`config.mk`:
```
export PLATFORM = sky130hd
export DESIGN_NAME = dom_guard
export DESIGN_NICKNAME = d
export VERILOG_FILES = /design/src/rtl/dom_guard_pkg.sv /design/src/rtl/dom_ctrl_reg.sv /design/src/rtl/dom_mode_sel.sv /design/src/rtl/dom_perm_eval.sv /design/src/rtl/dom_guard.sv
export SDC_FILE = /design/constraint.sdc
export NUM_CORES = 1
export LEC_CHECK = 0
export BUFFER_PORTS_ARGS = -buffer_cell sky130_fd_sc_hd__buf_2
export CAP_MARGIN = 25
export CORE_ASPECT_RATIO = 1.1
export CORE_MARGIN = 2
export CORE_UTILIZATION = 35
export DETAILED_ROUTE_END_ITERATION = 8
export GPL_TIMING_DRIVEN = 0
export PLACE_DENSITY = 0.68
export SLEW_MARGIN = 15
export SYNTH_ARGS = -nofsm -noshare
export SYNTH_HDL_FRONTEND = slang
export SYNTH_SLANG_ARGS = --single-unit
```
`constraint.sdc`:
```
create_clock -name clk -period 5.5 [get_ports clk]
set_input_delay 1.1 -clock clk [delete_from_list [all_inputs] [get_ports clk]]
set_output_delay 1.1 -clock clk [all_outputs]
set_load 0.02 [all_outputs]
```
`src/rtl/dom_guard_pkg.sv`:
```
package dom_guard_pkg;

    localparam int MODE_W = 2;

    typedef enum logic [1:0] {
        DM_NOACC   = 2'b00,
        DM_CLIENT  = 2'b01,
        DM_RSVD    = 2'b10,
        DM_MANAGER = 2'b11
    } dom_mode_e;

    typedef enum logic [1:0] {
        FLT_NONE   = 2'b00,
        FLT_DOMAIN = 2'b01,
        FLT_PERM   = 2'b10,
        FLT_SPARE  = 2'b11
    } fault_e;

    typedef struct packed {
        logic [1:0] ap;
        logic       ro;
        logic       xn;
    } page_attr_t;

    typedef struct packed {
        logic       fetch;
        logic       write;
        logic       priv;
    } acc_t;

    typedef struct packed {
        logic   valid;
        logic   allow;
        fault_e fault;
    } verdict_t;

    localparam verdict_t VERDICT_IDLE = '{valid: 1'b0, allow: 1'b0, fault: FLT_NONE};

    function automatic acc_t decode_kind(input logic [1:0] kind, input logic priv);
        acc_t a;
        a.fetch = kind[1];
        a.write = (kind == 2'b01);
        a.priv  = priv;
        return a;
    endfunction

    // Grant by AP code alone; fetches are checked as reads.
    function automatic logic ap_grants(input logic [1:0] ap, input acc_t a);
        logic g;
        unique case (ap)
            2'b00:   g = 1'b0;
            2'b01:   g = a.priv;
            2'b10:   g = a.priv | ~a.write;
            default: g = 1'b1;
        endcase
        return g;
    endfunction

endpackage

```
`src/rtl/dom_ctrl_reg.sv`:
```
module dom_ctrl_reg #(
    parameter int          WIDTH     = 32,
    parameter logic [WIDTH-1:0] RST_VAL = '0
) (
    input  logic             clk,
    input  logic             rst,
    input  logic             wr_en,
    input  logic [WIDTH-1:0] wr_data,
    output logic [WIDTH-1:0] q
);

    always_ff @(posedge clk) begin
        if (rst) begin
            q <= RST_VAL;
        end else if (wr_en) begin
            q <= wr_data;
        end
    end

endmodule

```
`src/rtl/dom_mode_sel.sv`:
```
module dom_mode_sel
    import dom_guard_pkg::*;
#(
    parameter int NUM_DOM = 16,
    localparam int DOM_W  = $clog2(NUM_DOM),
    localparam int WORD_W = NUM_DOM * MODE_W
) (
    input  logic [WORD_W-1:0] word,
    input  logic [DOM_W-1:0]  dom,
    output dom_mode_e         mode
);

    logic [MODE_W-1:0] fields [NUM_DOM];

    for (genvar n = 0; n < NUM_DOM; n++) begin : g_unpack
        assign fields[n] = word[n*MODE_W +: MODE_W];
    end

    assign mode = dom_mode_e'(fields[dom]);

endmodule

```
`src/rtl/dom_perm_eval.sv`:
```
module dom_perm_eval
    import dom_guard_pkg::*;
(
    input  dom_mode_e  mode,
    input  page_attr_t attr,
    input  acc_t       acc,
    output logic       allow,
    output fault_e     fault
);

    logic page_ok;

    always_comb begin
        page_ok = ap_grants(attr.ap, acc);
        if (acc.write && attr.ro) begin
            page_ok = 1'b0;
        end
        if (acc.fetch && attr.xn) begin
            page_ok = 1'b0;
        end
    end

    always_comb begin
        unique case (mode)
            DM_MANAGER: begin
                allow = 1'b1;
                fault = FLT_NONE;
            end
            DM_CLIENT: begin
                allow = page_ok;
                fault = page_ok ? FLT_NONE : FLT_PERM;
            end
            default: begin
                allow = 1'b0;
                fault = FLT_DOMAIN;
            end
        endcase
    end

endmodule

```
`src/rtl/dom_guard.sv`:
```
module dom_guard
    import dom_guard_pkg::*;
#(
    parameter int NUM_DOM  = 16,
    localparam int DOM_W   = $clog2(NUM_DOM),
    localparam int WORD_W  = NUM_DOM * MODE_W
) (
    input  logic              clk,
    input  logic              rst,
    input  logic              dcw_wr_en,
    input  logic [WORD_W-1:0] dcw_wr_data,
    input  logic              req_valid,
    input  logic [DOM_W-1:0]  req_domain,
    input  logic [1:0]        req_ap,
    input  logic              req_ro,
    input  logic              req_xn,
    input  logic [1:0]        req_kind,
    input  logic              req_priv,
    output logic              rsp_valid,
    output logic              rsp_allow,
    output logic [1:0]        rsp_fault
);

    logic [WORD_W-1:0] dacr_q;
    dom_mode_e         mode;
    page_attr_t        attr;
    acc_t              acc;
    logic              cmb_allow;
    fault_e            cmb_fault;
    verdict_t          verdict_q;

    dom_ctrl_reg #(
        .WIDTH   (WORD_W),
        .RST_VAL ('0)
    ) u_dcw (
        .clk     (clk),
        .rst     (rst),
        .wr_en   (dcw_wr_en),
        .wr_data (dcw_wr_data),
        .q       (dacr_q)
    );

    dom_mode_sel #(
        .NUM_DOM (NUM_DOM)
    ) u_sel (
        .word (dacr_q),
        .dom  (req_domain),
        .mode (mode)
    );

    assign attr = '{ap: req_ap, ro: req_ro, xn: req_xn};
    assign acc  = decode_kind(req_kind, req_priv);

    dom_perm_eval u_eval (
        .mode  (mode),
        .attr  (attr),
        .acc   (acc),
        .allow (cmb_allow),
        .fault (cmb_fault)
    );

    always_ff @(posedge clk) begin
        if (rst || !req_valid) begin
            verdict_q <= VERDICT_IDLE;
        end else begin
            verdict_q <= '{valid: 1'b1, allow: cmb_allow, fault: cmb_fault};
        end
    end

    assign rsp_valid = verdict_q.valid;
    assign rsp_allow = verdict_q.allow;
    assign rsp_fault = verdict_q.fault;

endmodule

```
Word-level counts from Yosys, hierarchy flattened
Cells that the tools add are included.
{ "word_totals": {"regBits": 36, "latch_bits": 0, "mem_bits_rw": 0, "mem_bits_ro": 0, "output_inout_bits": 4, "wordCells": 28, "mem_count": 0} }
{ "classes": {"n_addsub": 0, "multipliers": 0, "n_div": 0, "order_cmp": 1, "n_eq_ne": 5, "shift": 0, "n_mux": 10, "bitwise_logic": 3, "reduce_logical": 5} }
{ "ops": {"columns": ["operator", "n"], "rows": [
  ["binary-select mux 2 bit (select 4 bit)", 1],
  ["equality test 2 x 1 -> 1 bit, second input constant", 3],
  ["two-way mux 2 bit", 3],
  [">= comparator 5 bit, second input constant", 1],
  ["NOT 4 -> 5 bit", 1],
  ["equality test 2 bit, second input constant", 2],
  ["two-way mux 4 bit", 1],
  ["case mux 2 bit (2 select lines)", 1],
  ["case mux 1 bit (3 select lines)", 1],
  ["logical AND 1 bit", 2],
  ["logical NOT 2 bit", 1],
  ["two-way mux 1 bit", 2],
  ["case mux 1 bit (2 select lines)", 1],
  ["logical NOT 1 bit", 1],
  ["logical OR 1 bit", 1],
  ["NOT 1 bit", 1],
  ["bitwise OR 1 bit", 1]
]} }

Logic depth before layout (Yosys ltp)
Gate-level depths: netlist (run 1).
{ "logic_depth": {"word_depth": 9, "mapped_depth": 5, "ltp_nobuf": 4} }

Hierarchy
A second synthesis (run 1) with hierarchy kept.
{ "unflattened": {"hier_cells": 141, "area_unflattened_um2": 1614.0} }
{ "modules_own_cells": {"columns": ["mod", "n_inst", "cells_each", "area_each_um2", "seq_area_each_um2"], "rows": [
  ["dom_ctrl_reg", 1, 103, 1163.6, 640.6],
  ["dom_mode_sel", 1, 21, 269.0, 0.0],
  ["dom_guard", 1, 9, 118.9, 80.1],
  ["dom_perm_eval", 1, 8, 62.6, 0.0]
]} }

Least setup slack after synthesis (run 1)
OpenSTA, ideal clock, no wires.
{ "synth_timing": {"path_type": "input port to flip-flop", "start": "input port req_domain[3]", "end": "register verdict_q, in the netlist rsp_allow", "setup_ps": 124, "arrival_time_ps": 2388, "path_slack_ps": 2988, "cell_stages": 5, "n_path_buf": 1, "cell_sequence": "buf_2 mux4_1 mux4_2 nor2_1 nor2_1"} }
{ "synth_via": {"elab_chain_len": 6} }
{ "synth_rtl": {"columns": ["item", "line_no", "text"], "rows": [
  ["from (decl)", "dom_guard.sv:13", "input logic [DOM_W-1:0] req_domain,"],
  ["NOT 4 -> 5 bit (not written as such) *", "dom_mode_sel.sv:19", "assign mode = dom_mode_e'(fields[dom]);"],
  ["binary-select mux 2 bit (select 4 bit) *", "dom_mode_sel.sv:19", null],
  ["two-way mux 2 bit (not written as such) * (2 in a row)", "dom_mode_sel.sv:19", null],
  ["equality test 2 x 1 -> 1 bit or equality test 2 bit (tied branches)", "dom_perm_eval.sv:24", "unique case (mode)"],
  ["case mux 1 bit (2 select lines) *", "dom_perm_eval.sv:24", null],
  ["to (signal assigned)", "dom_guard.sv:66", "verdict_q <= '{valid: 1'b1, allow: cmb_allow, fault: cmb_fault};"],
  ["to (decl)", "dom_guard.sv:30", "verdict_t verdict_q;"]
]} }
Every way passes the cells marked *; elsewhere a longest branch is shown, timed or not. The select of a mux whose other input is x is not followed.
A chain may end at the register's enable or synchronous reset.

Worst setup path in the final report (run 1)
Same ends and word-level chain as after synthesis.

==> results of run 1 <==
[cells in the final DEF, fill, tap and decap left out, drive strengths merged]
cell type	n
and2b	1
mux4	9
a221oi	1
nor3	1
buf	51
a22oi	1
nor2b	2
o21bai	1
a21oi	1
mux2i	33
dfxtp	36
nor2	34
mux2	2
clkbuf	12
and2	2
[path summary, 6_finish.rpt]
kind                                    start    endpoint  cells past startpoint
worst max-delay path            req_domain[3]   rsp_allow                      5
worst min-delay path               u_dcw.q[6]  u_dcw.q[6]                      2
worst max register to register    u_dcw.q[21]   rsp_allow                      4
worst min register to register     u_dcw.q[6]  u_dcw.q[6]                      2
[cells by family after synthesis]
| logic type | share of synthesized area |
|---|---|
| muxes | 0.3765 |
| and+or+nand+nor | 0.1094 |
| DFF | 0.4634 |
| buffers and inverters | 0.03218 |
| AOI/OAI and AO/OA | 0.01851 |
[metrics by stage]
stage	total power [W]	std cells	instance area, sq um	util
4_1_cts	0.0005609	241	1949	0.4549
6_report	0.0005547	241	1949	0.4549
5_1_grt	0.0005794	241	1949	0.4549
3_5_place_dp	0.0003626	234	1853	0.4324
3_3_place_gp	0.0003612	234	1853	0.4324
2_1_floorplan	0.0003344	134	1555	-
[area by class of cell]
type / instances / area, sq um
tap: 54 / 67.56
timing repair buffer: 46 / 230.2
multi-input combinational: 88 / 784.5
fill: 400 / 2336
sequential: 36 / 720.7
buffer: 10 / 50.05
clock buffer: 7 / 96.34
[report_power, final]
group          leakage, nW  internal [W]  switching (W)
sequential           0.297      0.000276     0.00000710
combinational        0.613     0.0000404      0.0000326
clock               0.0503      0.000111      0.0000873
total                0.961      0.000428       0.000127
[registers in the layout (all words and copies together), names as in the netlist]
signal,cells
rsp_allow,1
rsp_valid,1
u_dcw.q,32
rsp_fault,2
[per-layer routing]
metal / GRT usage / vias to the layer above / wire [microns]
met3: 0.05360 / 7 / 229
met5: 0 / - / 0
met2: 0.2255 / 34 / 1510
met4: 0.06122 / 0 / 55
li1: - / 579 / -
met1: 0.1683 / 511 / 1397
[critical path, delay by kind of cell]
kind          cells  cell delay [ns]
simple gates      2             0.14
buf+inv           1             0.17
mux               2             1.10
==> metrics, run 1 <==
Synth Flop Type dfxtp_1; WP data arrival 2.52 ns; max-cap violations 0; most common cell in the netlist dfxtp_1; flops & latches, synth 36; Final WS setup 3.155 ns; Worst-path clk slew 0.07 ns; Buffers on Ports 46; Hold Vio Cnt, Final 0; first-pass GRT wire length 5078 microns; num rows 25; vias per cell 4.693; clock root cell clkbuf_8; crit end category register; HP Class register to register; clk_lat worst skew 0.28 ns; status finished clean; Bufs on Longest Clock Path 2; vias in the first global route 1084; minimum clock period 2.345 ns; antenna cells 0; Max stage delay on crit path 0.60 ns; Yosys top cell by area dfxtp_1; Fin Hold WS 0.4908 ns; setup repair bufs after CTS 0; final clock period utilization by the worst path 0.4264; cts repair resizes 0; slowest cell on the critical path mux4_1; DRC Markers 0; TritonCTS clock tree done; largest net degree at the start of global routing 11; H-tree Lvls 2; grt total ovfl 0; register-to-register setup slack 3.90 ns; Mapped Nets 181; initial core utilization 0.3629; Total GRT Usage 0.1410; Async SR Flop Fraction 0; post-DP HPWL 2485 microns; Leak Pwr 0.9609 nW; RSZ-0062 raised after global routing false; register area share after synthesis 0.4634; share of cells above drive strength 1 0.3316; die area 4993 sq um; EDFF count, synth 0; nets 234; DRT iter0 DRCs 16; core area 4285 sq um; Vias 1131; final setup TNS 0 ns; Ys Warns 0; Critical Path, Cell by Cell buf_2 -> mux4_1 -> mux4_2 -> nor2_1 -> nor2_1; dpl ws 2.849 ns; final WL 3192 microns; wire per inst 13.24 microns; Num CTS Buffers 5; GP Congestion 0.7410; area share of the largest cell type after synthesis 0.4634; max-slew violations 0; Post-Syn Area 1555 sq um; die height 73.92 microns; die width 67.56 microns; # IOs 51; Setup violations, final 0; f_max 0.4264 GHz; crit start category input port; skew final 0.003830 ns; router iterations before antenna repair 4; WS Path Type input port to register; PD cells 284.6 nW/um^2; cts hold-fix bufs 0; clock sink count 36; Avg Cell Area, Syn 11.61 sq um; Commonest cells post-synth dfxtp_1 (36), nor2_1 (34), mux2i_1 (33); Slew Limit Headroom 0.6895; VDD IR max 0.1531 mV; Worst Path Required 5.67 ns; ranking of synthesized cells by area dfxtp_1 (46%), mux2i_1 (21%), mux4_1 (14%); number of distinct library cells after synthesis 17; ANT nets after route 0; worst slew pin tran 0.4657 ns; Synth Instances 134; Crit Path Max Fanout 7; Syn-to-layout area delta 25.34%; Critical Path Most Common Cell nor2_1; antenna violations before repair 0
Power figures use the tool's default switching activity.
==> inputs of run 2 (changes only) <==
PLACE_DENSITY = 0.7   (was 0.68)
clock period = 2.1 ns   (was 5.5 ns; I/O delays follow)
==> run 2 against run 1 <==
Register-to-register slack lost 3.4 ns; total power grew to 2.6 times the previous value; clock power rose to 2.5 times the previous value; critical path depth is the same; critical path type unchanged; sequential power increased to 2.6 times the previous value; die area is the same; count of clock-buffer cells in the layout rose by 1; worst setup slack worse by 2.7 ns; routed wire length grew 1.3%; clock skew up 0.0023 ns; first-iteration DRC count increased to 2.6 times the previous value.
==> metrics, run 2 (synthesis gave the netlist of run 1 again) <==
Int Pwr 0.001096 W; clock sink count 36; clock root cell clkbuf_8; largest net degree at the start of global routing 11; cts hold-fix bufs 0; vias per cell 4.831; WS Path Type input port to register; Total Power 0.001431 W; power share of the combinational group 0.134; Syn-to-layout area delta 24.94%; max-cap violations 0; Bufs on Longest Clock Path 2; nets 234; Crit Path Max Fanout 7; H-tree Lvls 2; ANT nets after route 0; setup repair bufs after CTS 0; die height 73.92 microns; HP Class input port to register; GP Congestion 0.7648; Slew Limit Headroom 0.6990; worst slew pin tran 0.4515 ns; die width 67.56 microns; Flop pwr share 0.518; final WL 3235 microns; Hold Vio Cnt, Final 0; max reg flops 32; DRC Markers 0; post-DP HPWL 2537 microns; max-slew violations 0; die area 4993 sq um; final core utilization 0.4534; Psw 0.0003349 W; WP data arrival 1.81 ns; Worst Path Required 2.27 ns; Final Instance Area 1943 sq um; Buffers on Ports 46; antenna cells 0; final clock period utilization by the worst path 0.7838; clk_lat worst skew 0.28 ns; final setup TNS 0 ns; first-pass GRT wire length 5188 microns; grt peak-use layer met2; RSZ-0062 raised after global routing false; grt met3 use 0.03369; cts repair resizes 0; # IOs 51; share of cells above drive strength 1 0.3245; global routing usage on met2 0.2429; router iterations before antenna repair 4; PD cells 736.4 nW/um^2; Leak Pwr 0.9561 nW; most frequent cells in the layout buf_2 (50), dfxtp_1 (36), nor2_1 (34); Total GRT Usage 0.1417; Setup violations, final 0; minimum clock period 1.646 ns; Num CTS Buffers 5; Vias 1169; skew final 0.006161 ns; f_max 0.6076 GHz; wire per inst 13.37 microns; num rows 25; crit end category register; status finished clean; TritonCTS clock tree done; Biggest register u_dcw.q; core area 4285 sq um; Sw Ratio 0.2341; initial core utilization 0.3629; Worst-path clk slew 0.07 ns; GRT met1 Usage 0.1702; antenna violations before repair 0; VDD IR max 0.3642 mV; vias in the first global route 1128; crit start category input port; commonest non-fill, non-tap cell in the layout buf_2; DRT iter0 DRCs 42; placed inst area 1853 sq um; Fin Hold WS 0.3776 ns; grt total ovfl 0; Clock Power Share 0.349
[run 2: cell types whose count changed in the layout (fill, tap and decap cells not counted), sizes merged]
cell    delta
clkbuf     +1
[run 2: routing by layer]
| metal | share of wire | vias up |
|---|---|---|
| li1 | - | 580 |
| met1 | 0.42 | 553 |
| met2 | 0.51 | 32 |
| met3 | 0.057 | 4 |
| met4 | 0.013 | 0 |
| met5 | 0 | - |
[run 2: power by group through the flow]
| stage | clock (W) | sequential [W] | combinational, W |
|---|---|---|---|
| after floorplan | 0 | 0.000754 | 0.000122 |
| after global placement | 0 | 0.000754 | 0.000191 |
| after detailed placement | 0 | 0.000756 | 0.000194 |
| after CTS | 0.000510 | 0.000741 | 0.000195 |
| after global routing | 0.000537 | 0.000745 | 0.000213 |
| final | 0.000499 | 0.000741 | 0.000191 |
[run 2: path summary, 6_finish.rpt]
check	start	end	slack (ns)	cells after the start
worst max-delay path	req_domain[3]	rsp_allow	0.45	5
worst min-delay path	dcw_wr_data[25]	u_dcw.q[25]	0.38	3
worst max register to register	u_dcw.q[3]	rsp_allow	0.49	4
worst min register to register	u_dcw.q[0]	u_dcw.q[0]	0.49	2
[run 2: per-stage QoR]
stage / worst slack (ns) / std cells
floorplan: 0.2679 / 134
detailed placement: 0.1433 / 234
global route: 0.3703 / 242
global placement: 0.1451 / 234
CTS: 0.4386 / 242
finish: 0.4541 / 242
[run 2: worst max-delay path: stages]
cell and delay (ns):
buf_2 0.17, mux4_1 0.58, mux4_2 0.50, nor2_1 0.10
nor2_1 0.04
[run 2: layout make-up]
class,count,area (sq um)
timing repair buffer,46,230.2
tap,54,67.56
multi-input combinational,88,784.5
sequential,36,720.7
buffer,10,50.05
clock buffer,8,90.09
fill,414,2342
